$ cat src/rtl/dotp_pkg.sv
package dotp_pkg;
  typedef enum logic [0:0] {
    ST_IDLE = 1'b0,
    ST_RUN  = 1'b1
  } dotp_state_e;
endpackage

$ cat src/rtl/dotp_pp_sum.sv
// Forms one partial product per element pair from the current multiplier
// bit (multiplicand or zero) and adds them into one macro-partial product.
module dotp_pp_sum #(
  parameter int W  = 8,
  parameter int N  = 4,
  parameter int SW = W + $clog2(N)
) (
  input  logic [N*W-1:0] mcand,
  input  logic [N-1:0]   mbit,
  output logic [SW-1:0]  macro
);
  logic [SW-1:0] pp [N];

  for (genvar i = 0; i < N; i++) begin : g_pp
    logic [W-1:0] elem;
    assign elem  = mcand[i*W +: W];
    assign pp[i] = mbit[i] ? {{(SW-W){elem[W-1]}}, elem} : '0;
  end

  always_comb begin
    macro = '0;
    for (int i = 0; i < N; i++) begin
      macro = macro + pp[i];
    end
  end
endmodule

$ cat src/rtl/dotp_accum.sv
// Running result: high part takes the macro-partial product (added, or
// subtracted on the sign step), then shifts right into the low register.
module dotp_accum #(
  parameter int W  = 8,
  parameter int SW = W + 2
) (
  input  logic          clk,
  input  logic          rst_n,
  input  logic          clr,
  input  logic          step,
  input  logic          neg,
  input  logic [SW-1:0] macro,
  output logic [SW-1:0] hi_q,
  output logic [W-1:0]  lo_q
);
  logic [SW:0]   addend;
  logic [SW:0]   sum_t;
  logic [SW-1:0] hi_d;
  logic [W-1:0]  lo_d;

  always_comb begin
    addend = {macro[SW-1], macro};
    if (neg) addend = ~addend;
    sum_t = {hi_q[SW-1], hi_q} + addend + {{SW{1'b0}}, neg};
    hi_d  = hi_q;
    lo_d  = lo_q;
    if (clr) begin
      hi_d = '0;
      lo_d = '0;
    end else if (step) begin
      hi_d = sum_t[SW:1];
      lo_d = {sum_t[0], lo_q[W-1:1]};
    end
  end

  always_ff @(posedge clk or negedge rst_n) begin
    if (!rst_n) begin
      hi_q <= '0;
      lo_q <= '0;
    end else if (clr || step) begin
      hi_q <= hi_d;
      lo_q <= lo_d;
    end
  end

  // R7 (clear on load): a load leaves the running result at zero
  a_r7_clear_on_load: assert property (@(posedge clk) disable iff (!rst_n)
    clr |=> (hi_q == '0 && lo_q == '0));
endmodule

$ cat src/rtl/dotp_ctrl.sv
// Step sequencer: idle until start, W steps, one-cycle done.
module dotp_ctrl
  import dotp_pkg::*;
#(
  parameter int W  = 8,
  parameter int CW = $clog2(W) + 1
) (
  input  logic clk,
  input  logic rst_n,
  input  logic start,
  output logic load,
  output logic step,
  output logic last,
  output logic busy,
  output logic done
);
  localparam logic [CW-1:0] LAST_IDX = CW'(W - 1);

  dotp_state_e   state_q, state_d;
  logic [CW-1:0] cnt_q, cnt_d;
  logic          done_d;

  assign busy = (state_q == ST_RUN);
  assign load = start && !busy;
  assign step = busy;
  assign last = busy && (cnt_q == LAST_IDX);

  always_comb begin
    state_d = state_q;
    cnt_d   = cnt_q;
    done_d  = 1'b0;
    if (load) begin
      state_d = ST_RUN;
      cnt_d   = '0;
    end else if (busy) begin
      cnt_d = cnt_q + 1'b1;
      if (last) begin
        state_d = ST_IDLE;
        done_d  = 1'b1;
      end
    end
  end

  always_ff @(posedge clk or negedge rst_n) begin
    if (!rst_n) begin
      state_q <= ST_IDLE;
      cnt_q   <= '0;
      done    <= 1'b0;
    end else begin
      state_q <= state_d;
      cnt_q   <= cnt_d;
      done    <= done_d;
    end
  end

  a_r2_start_begins: assert property (@(posedge clk) disable iff (!rst_n)
    (start && !busy) |=> (busy && cnt_q == '0));
  a_r2_done_single: assert property (@(posedge clk) disable iff (!rst_n)
    done |=> !done);
  a_r2_done_after_last: assert property (@(posedge clk) disable iff (!rst_n)
    done |-> $past(last));
  a_r3_busy_holds: assert property (@(posedge clk) disable iff (!rst_n)
    (busy && !last) |=> busy);
endmodule

$ cat src/rtl/dotp_serial.sv
module dotp_serial #(
  parameter int W  = 8,
  parameter int N  = 4,
  parameter int SW = W + $clog2(N),
  parameter int RW = SW + W
) (
  input  logic          clk,
  input  logic          rst_n,
  input  logic          start,
  input  logic [N*W-1:0] vec_a,
  input  logic [N*W-1:0] vec_b,
  output logic          done,
  output logic [RW-1:0] result
);
  logic          load, step, last, busy;
  logic [N*W-1:0] a_q;
  logic [W-1:0]  b_q [N];
  logic [N-1:0]  mbit;
  logic [SW-1:0] macro;
  logic [SW-1:0] hi_q;
  logic [W-1:0]  lo_q;

  dotp_ctrl #(.W(W)) u_ctrl (
    .clk(clk), .rst_n(rst_n), .start(start),
    .load(load), .step(step), .last(last), .busy(busy), .done(done)
  );

  always_ff @(posedge clk or negedge rst_n) begin
    if (!rst_n)    a_q <= '0;
    else if (load) a_q <= vec_a;
  end

  for (genvar i = 0; i < N; i++) begin : g_mul
    logic [W-1:0] b_d;
    always_comb begin
      b_d = b_q[i];
      if (load)      b_d = vec_b[i*W +: W];
      else if (step) b_d = {1'b0, b_q[i][W-1:1]};
    end
    always_ff @(posedge clk or negedge rst_n) begin
      if (!rst_n)             b_q[i] <= '0;
      else if (load || step)  b_q[i] <= b_d;
    end
    assign mbit[i] = b_q[i][0];
  end

  dotp_pp_sum #(.W(W), .N(N), .SW(SW)) u_pp (
    .mcand(a_q), .mbit(mbit), .macro(macro)
  );

  dotp_accum #(.W(W), .SW(SW)) u_acc (
    .clk(clk), .rst_n(rst_n), .clr(load), .step(step), .neg(last),
    .macro(macro), .hi_q(hi_q), .lo_q(lo_q)
  );

  assign result = {hi_q, lo_q};

  a_r4_result_held: assert property (@(posedge clk) disable iff (!rst_n)
    (!busy && !start) |=> $stable(result));
endmodule

$ cat config.mk
export PLATFORM = sky130hd
export DESIGN_NAME = dotp_serial
export DESIGN_NICKNAME = d
export VERILOG_FILES = /design/src/rtl/dotp_pkg.sv /design/src/rtl/dotp_pp_sum.sv /design/src/rtl/dotp_accum.sv /design/src/rtl/dotp_ctrl.sv /design/src/rtl/dotp_serial.sv
export SDC_FILE = /design/constraint.sdc
export NUM_CORES = 1
export LEC_CHECK = 0
export CAP_MARGIN = 20
export CORE_MARGIN = 5
export CORE_UTILIZATION = 55
export DETAILED_ROUTE_END_ITERATION = 7
export DONT_BUFFER_PORTS = 1
export GPL_ROUTABILITY_DRIVEN = 0
export HOLD_SLACK_MARGIN = 0.12
export PLACE_DENSITY = 0.71
export SETUP_SLACK_MARGIN = 0.05
export SKIP_LAST_GASP = 1
export SYNTH_ARGS = -nofsm -noshare
export SYNTH_HDL_FRONTEND = slang
export SYNTH_SLANG_ARGS = --single-unit
$ cat constraint.sdc
create_clock -name clk -period 5.5 [get_ports clk]
set_clock_uncertainty 0.2 [all_clocks]
set_input_delay 1.1 -clock clk [delete_from_list [all_inputs] [get_ports clk]]
set_output_delay 1.1 -clock clk [all_outputs]
set_load 0.01 [all_outputs]
# Word level (Yosys, flattened, before mapping)
# Index checks and enable logic that the tools add are counted.
dict set report word_totals {
  regBits 88
  latch_bits 0
  mem_bits_rw 0
  romBits 0
  input_bits 67
  mem_count 0
}
dict set report classes {
  n_addsub 6
  n_mul 0
  div 0
  n_lt_le_gt_ge 0
  n_eq_ne 1
  n_shift 0
  muxes 25
  bitwise 1
  n_reduce_logical 6
}
# operator count
set ops {}
lappend ops {{$mux 8} 10}
lappend ops {{$mux 10} 6}
lappend ops {{$add 10x10->10} 3}
lappend ops {{$add 11x1->11} 1}
lappend ops {{$add 11x11->11} 1}
lappend ops {{$mux 11} 1}
lappend ops {{$not 11->11} 1}
lappend ops {{$mux 4} 2}
lappend ops {{$mux 1} 6}
lappend ops {{$add 4x1->4 const B} 1}
lappend ops {{$eq 4x3->1 const B} 1}
lappend ops {{$logic_and 1x1->1} 2}
lappend ops {{$reduce_and 2->1} 1}
lappend ops {{$reduce_bool 2->1} 1}
lappend ops {{$logic_not 1->1} 1}
lappend ops {{$logic_or 1x1->1} 1}

# Longest topological paths before layout
dict set report depth {
  ltp_word 10
  depth_mapped 18
  depth_no_buf 18
}

# Hierarchy
# From an unflattened synthesis, not the netlist that was laid out.
dict set report hier_totals {
  hier_cells 472
  hier_area_um2 5413.9
}
# mod n_inst cells_each area_per_inst_um2
set by_module_without_submodules {}
lappend by_module_without_submodules {dotp_serial 1 206 2881.5}
lappend by_module_without_submodules {dotp_accum 1 134 1317.5}
lappend by_module_without_submodules {dotp_pp_sum 1 112 940.9}
lappend by_module_without_submodules {dotp_ctrl 1 20 274.0}

# Least setup slack after synthesis
# OpenSTA, ideal clock, no wires.
dict set report synth_path {
  kind {reg-to-reg}
  start {register b_q[0] (netlist name)}
  end {register u_acc.hi_q[7]}
  arrival_ps 3812
  required_time_ps 5179
  slack_ps 1367
  stages_incl_launch_ff 19
  cell_sequence {dfrtp_1 -> and2_1 -> fa_1 -> inv_1 -> fa_1 -> inv_1 -> ha_1 -> inv_1 -> fa_1 -> nand2b_1 -> nand2b_1 -> a21oi_1 -> xnor2_1 -> ha_1 -> o21ai_1 -> or2b_1 -> a31oi_1 -> xnor2_1 -> a22o_1}
}
dict set report synth_between {
  elab_chain_len 8
}
# item line
set synth_rtl {}
lappend synth_rtl {{start: declaration} dotp_serial.sv:17} ;# logic [W-1:0] b_q [N];
lappend synth_rtl {{start signal: indexed assignment} dotp_serial.sv:41} ;# if (!rst_n) b_q[i] <= '0;
lappend synth_rtl {{start signal: indexed assignment} dotp_serial.sv:42} ;# else if (load || step) b_q[i] <= b_d;
lappend synth_rtl {{$mux 10 *} dotp_pp_sum.sv:17} ;# assign pp[i] = mbit[i] ? {{(SW-W){elem[W-1]}}, elem} : '0;
lappend synth_rtl {{$add 10x10->10 *} dotp_pp_sum.sv:23} ;# macro = macro + pp[i];
lappend synth_rtl {{$not 11->11} dotp_accum.sv:23} ;# if (neg) addend = ~addend;
lappend synth_rtl {{$mux 11 *} dotp_accum.sv:23}
lappend synth_rtl {{$add 11x11->11 *} dotp_accum.sv:24} ;# sum_t = {hi_q[SW-1], hi_q} + addend + {{SW{1'b0}}, neg};
lappend synth_rtl {{$add 11x1->11 *} dotp_accum.sv:24}
lappend synth_rtl {{$mux 10 *} dotp_accum.sv:30} ;# end else if (step) begin
lappend synth_rtl {{$mux 10 *} dotp_accum.sv:27} ;# if (clr) begin
lappend synth_rtl {{end signal: assignment} dotp_accum.sv:41} ;# hi_q <= hi_d;
lappend synth_rtl {{end: declaration} dotp_accum.sv:13} ;# output logic [SW-1:0] hi_q,
# Every way passes the cells marked *; elsewhere a longest branch is shown, timed or not. The select of a mux whose other input is x is not followed.
# A chain may end at the register's enable or synchronous reset.

# Worst setup path after layout
dict set report layout_path {
  start {register b_q[8] (netlist name)}
  end {register u_acc.hi_q[7]}
}
dict set report layout_between {
  elab_chain_len 9
}
# item line
set layout_rtl {}
lappend layout_rtl {{$mux 10 *} dotp_pp_sum.sv:17}
lappend layout_rtl {{$add 10x10->10 * (2 in a row)} dotp_pp_sum.sv:23}
lappend layout_rtl {{$not 11->11} dotp_accum.sv:23}
lappend layout_rtl {{$mux 11 *} dotp_accum.sv:23}
lappend layout_rtl {{$add 11x11->11 *} dotp_accum.sv:24}
lappend layout_rtl {{$add 11x1->11 *} dotp_accum.sv:24}
lappend layout_rtl {{$mux 10 *} dotp_accum.sv:30}
lappend layout_rtl {{$mux 10 *} dotp_accum.sv:27}
# Marked as above.

==> flow_summary.json <==
{
  "synth.cells.most_frequent": "dfrtp_1, nand2_1, o21ai_0",
  "timing.final.max_slew_violations": 0,
  "tightest_slew_ns": 1.00,
  "die_footprint_um2": 11100,
  "globalRouteTotalUtil_pct": 17.9,
  "synth_seq_area_share_pct": 43.9,
  "critical_path.slowest_cell": "fa_1",
  "critical_path_buf_inv_count": 3,
  "cts_max_path_buffers": 2,
  "cp_top_family": "adder cells",
  "timing.hold.ws_ns": 0.229,
  "boundary_pins": 86,
  "async_set_reset_flop_share_out_of_synthesis_pct": 100,
  "grt.met1_usage_pct": 23.2,
  "finalSetupViolCount": 0,
  "initial_antenna_violation_count": 0,
  "critical_path_peak_fanout": 9,
  "end_kind": "flop",
  "tritoncts_num_sinks": 88,
  "placed_area_um2": 5080,
  "post_synth_inst_count": 464,
  "gr-total-overflow": 0,
  "setup_repair_after_global_routing_missed_its_margin": "false",
  "arrival_ns": 4.48,
  "timing.fmax_ghz": 0.226,
  "yosys-top-cells-area": "dfrtp_1, fa_1, mux2i_1",
  "count_of_standard_cell_rows": 34,
  "worst_ir_drop_vdd_mv": 0.317,
  "detailedRoute.firstIterationViolations": 117,
  "critical_path.max_stage_delay_ns": 0.50,
  "critical_path_required_ns": 5.55,
  "die_h_um": 106,
  "timing.reg2reg.setup_slack_ns": 1.07,
  "port_buffers": 0,
  "final_nets": 559,
  "synth_enable_flop_cells": 0,
  "hold_buffers": 0,
  "period_needed_ns": 4.43,
  "worst-r2r-cell-count": 18,
  "via_per_inst": 5.56,
  "instances_no_fill": 568,
  "holdCritPathClass": "input pin to asynchronous set/reset pin",
  "final_cell_area_um2": 5280,
  "clock_tree.root_cell": "clkbuf_8",
  "post_synth_num_cell_types": 43,
  "post_route_cells_drive_above_1_share_pct": 12.2,
  "power_per_cell_area_nw_per_um2": 732,
  "die_width_um": 106,
  "first_global_vias": 3282,
  "static-leakage-power_nw": 2.48,
  "dr.pass1.iters": 4,
  "clkTransAtPathRegs_ns": 0.09,
  "rr_startpoint": "b_q[8]",
  "inserted_diodes": 0,
  "cts_htree_levels": 3,
  "post-synth-top-count-cell": "dfrtp_1",
  "wire_length_of_the_first_global_routing_pass_mm": 16.2,
  "syn_nets": 568,
  "drv_cap": 0,
  "cell_type_contributing_the_most_total_cell_area_after_synthesis": "dfrtp_1",
  "ys_ff_latch": 88,
  "num-fill-cells": 733,
  "postCtsResizedCells": 0,
  "fin_crit_sh_pct": 80.5,
  "startpoint_type": "flop",
  "wl_mm": 9.53,
  "crit_chain": "and2_1, fa_1, inv_1, fa_1, inv_1, ha_1, inv_1, fa_1, nand2b_1, nand2b_1, a21oi_1, xnor2_1, ha_1, o21ai_1, or2b_1, a31oi_1, xnor2_1, a22o_1",
  "setup_tns_ns": 0,
  "place_hpwl_mm": 6.87,
  "busiest_grt_layer": "met2",
  "grt_max_degree": 97,
  "report.final.hold_viol_count": 0,
  "clock_tree_from_tritoncts": "built",
  "slew-limit-headroom_pct": 33.1,
  "post_synth_instance_area_um2": 5020,
  "cts_post_setup_buffers_inserted": 0,
  "number_of_drc_violations_after_detailed_routing": 0,
  "synth.avg_cell_area_um2": 10.8,
  "fp.coreArea_um2": 8810,
  "yosysWarnings": 0,
  "detailroute.via_count": 3156,
  "initial_core_utilization_pct": 57.0,
  "top_flip_flop_cell_by_instance_count_after_synthesis": "dfrtp_1",
  "placed_cells": 552,
  "clk_latency_ns": 0.36,
  "outcome": "completed",
  "reg2reg_to": "u_acc.hi_q[7]",
  "route.detailed.wl_per_inst_um": 16.8,
  "final_antenna_net_count": 0,
  "top_area_cell_type_share_of_the_netlist_area_pct": 43.9,
  "grt_util_met3_pct": 6.36,
  "number_of_cts_inserted_buffers": 9,
  "criticalPathCategory": "flop to flop",
  "grt_util_met2_pct": 28.3,
  "synthToLayoutAreaGrowth_pct": 5.29
}
[placed cells by master, fill, tap and decap left out, drive strengths merged, types with 2 or more instances in the layout]
| master | synthesis | routed |
|---|---|---|
| dfrtp | 88 | 88 |
| nand2 | 53 | 53 |
| o21ai | 48 | 48 |
| mux2i | 34 | 34 |
| mux2 | 32 | 32 |
| inv | 30 | 31 |
| and2 | 23 | 23 |
| xnor2 | 19 | 19 |
| ha | 19 | 19 |
| fa | 18 | 18 |
| nand2b | 13 | 13 |
| a21oi | 13 | 13 |
| clkbuf | 11 | 11 |
| nor2 | 9 | 9 |
| a22o | 8 | 8 |
| xor2 | 6 | 6 |
| nand3 | 3 | 3 |
| clkinvlp | 0 | 3 |
| a31oi | 3 | 3 |
| a211oi | 3 | 3 |
| nand4 | 2 | 2 |
| o21bai | 2 | 2 |
| buf | 11 | 2 |
| nor2b | 2 | 2 |
| or2b | 2 | 2 |
[sequential cells by signal, indices dropped and copies added, names as in the netlist]
signal / count
a_q: 32
b_q: 32
u_acc.hi_q: 10
u_acc.lo_q: 8
u_ctrl.busy: 1
u_ctrl.cnt_q: 4
u_ctrl.done: 1
[per-stage QoR]
step                worst slack (ns)  utilization, %  power, mW
global route                   0.770            60.0       4.23
CTS                             1.06            60.0       3.90
finish                          1.07            60.0       3.86
floorplan                       1.37               -       3.02
global placement                1.18            57.6       3.34
detailed placement              1.08            57.6       3.42
[power by group]
group | total [mW] | leakage, nW | switching [mW] | internal (mW)
clock network | 0.462 | 0.0937 | 0.236 | 0.226
registers | 1.21 | 1.10 | 0.249 | 0.958
logic | 2.20 | 1.28 | 1.12 | 1.07
total | 3.86 | 2.48 | 1.61 | 2.26
[worst max-delay path by stage]
stage          startpoint       endpoint  slack [ns]  depth (start not counted)
3_5_place_dp       b_q[0]  u_acc.hi_q[7]        1.08                         18
4_1_cts            b_q[0]  u_acc.hi_q[7]        1.06                         18
3_3_place_gp       b_q[0]  u_acc.hi_q[7]        1.18                         18
2_1_floorplan      b_q[0]  u_acc.hi_q[7]        1.37                         18
5_1_grt            b_q[8]  u_acc.hi_q[7]        0.77                         18
6_report           b_q[8]  u_acc.hi_q[7]        1.07                         18
[kinds of logic after synthesis]
kind of cell             Yosys count  share of synthesized area [%]
AO/OA/AOI/OAI                     84                           10.6
XOR/XNOR                          25                           4.37
adder cells (fa/ha/maj)           37                           11.9
buffers and inverters             52                           4.12
flip-flops                        88                           43.9
multiplexers                      66                           14.0
AND/OR/NAND/NOR                  112                           11.1
[worst register-to-register path, cell delays in order (launching register included)]
cell and delay, ns:
dfrtp_1 0.48, and2_1 0.20, fa_1 0.50, inv_1 0.05, fa_1 0.48, inv_1 0.07, ha_1 0.15, inv_1 0.05
fa_1 0.39, nand2b_1 0.18, nand2b_1 0.08, a21oi_1 0.08, xnor2_1 0.14, ha_1 0.33, o21ai_1 0.18, or2b_1 0.25
a31oi_1 0.24, xnor2_1 0.09, a22o_1 0.18
[layout make-up]
| class | count | area [µm²] | share of cell area, % |
|---|---|---|---|
| flip-flops and latches | 88 | 2200 | 41.7 |
| multi-input cells | 324 | 2610 | 49.4 |
| well taps | 108 | 135 | 2.56 |
| inverters | 30 | 113 | 2.13 |
| repair buffers | 2 | 15.0 | 0.284 |
| clock inverters | 5 | 63.8 | 1.21 |
| clock buffers | 11 | 141 | 2.68 |
[per-layer routing]
metal  vias up  share of wire, %
met5         -                 0
met4         0               1.7
met3        14               7.3
met2        71                48
met1      1526                43
li1       1545                 -
No activity file was read; power rests on OpenSTA's default activity.
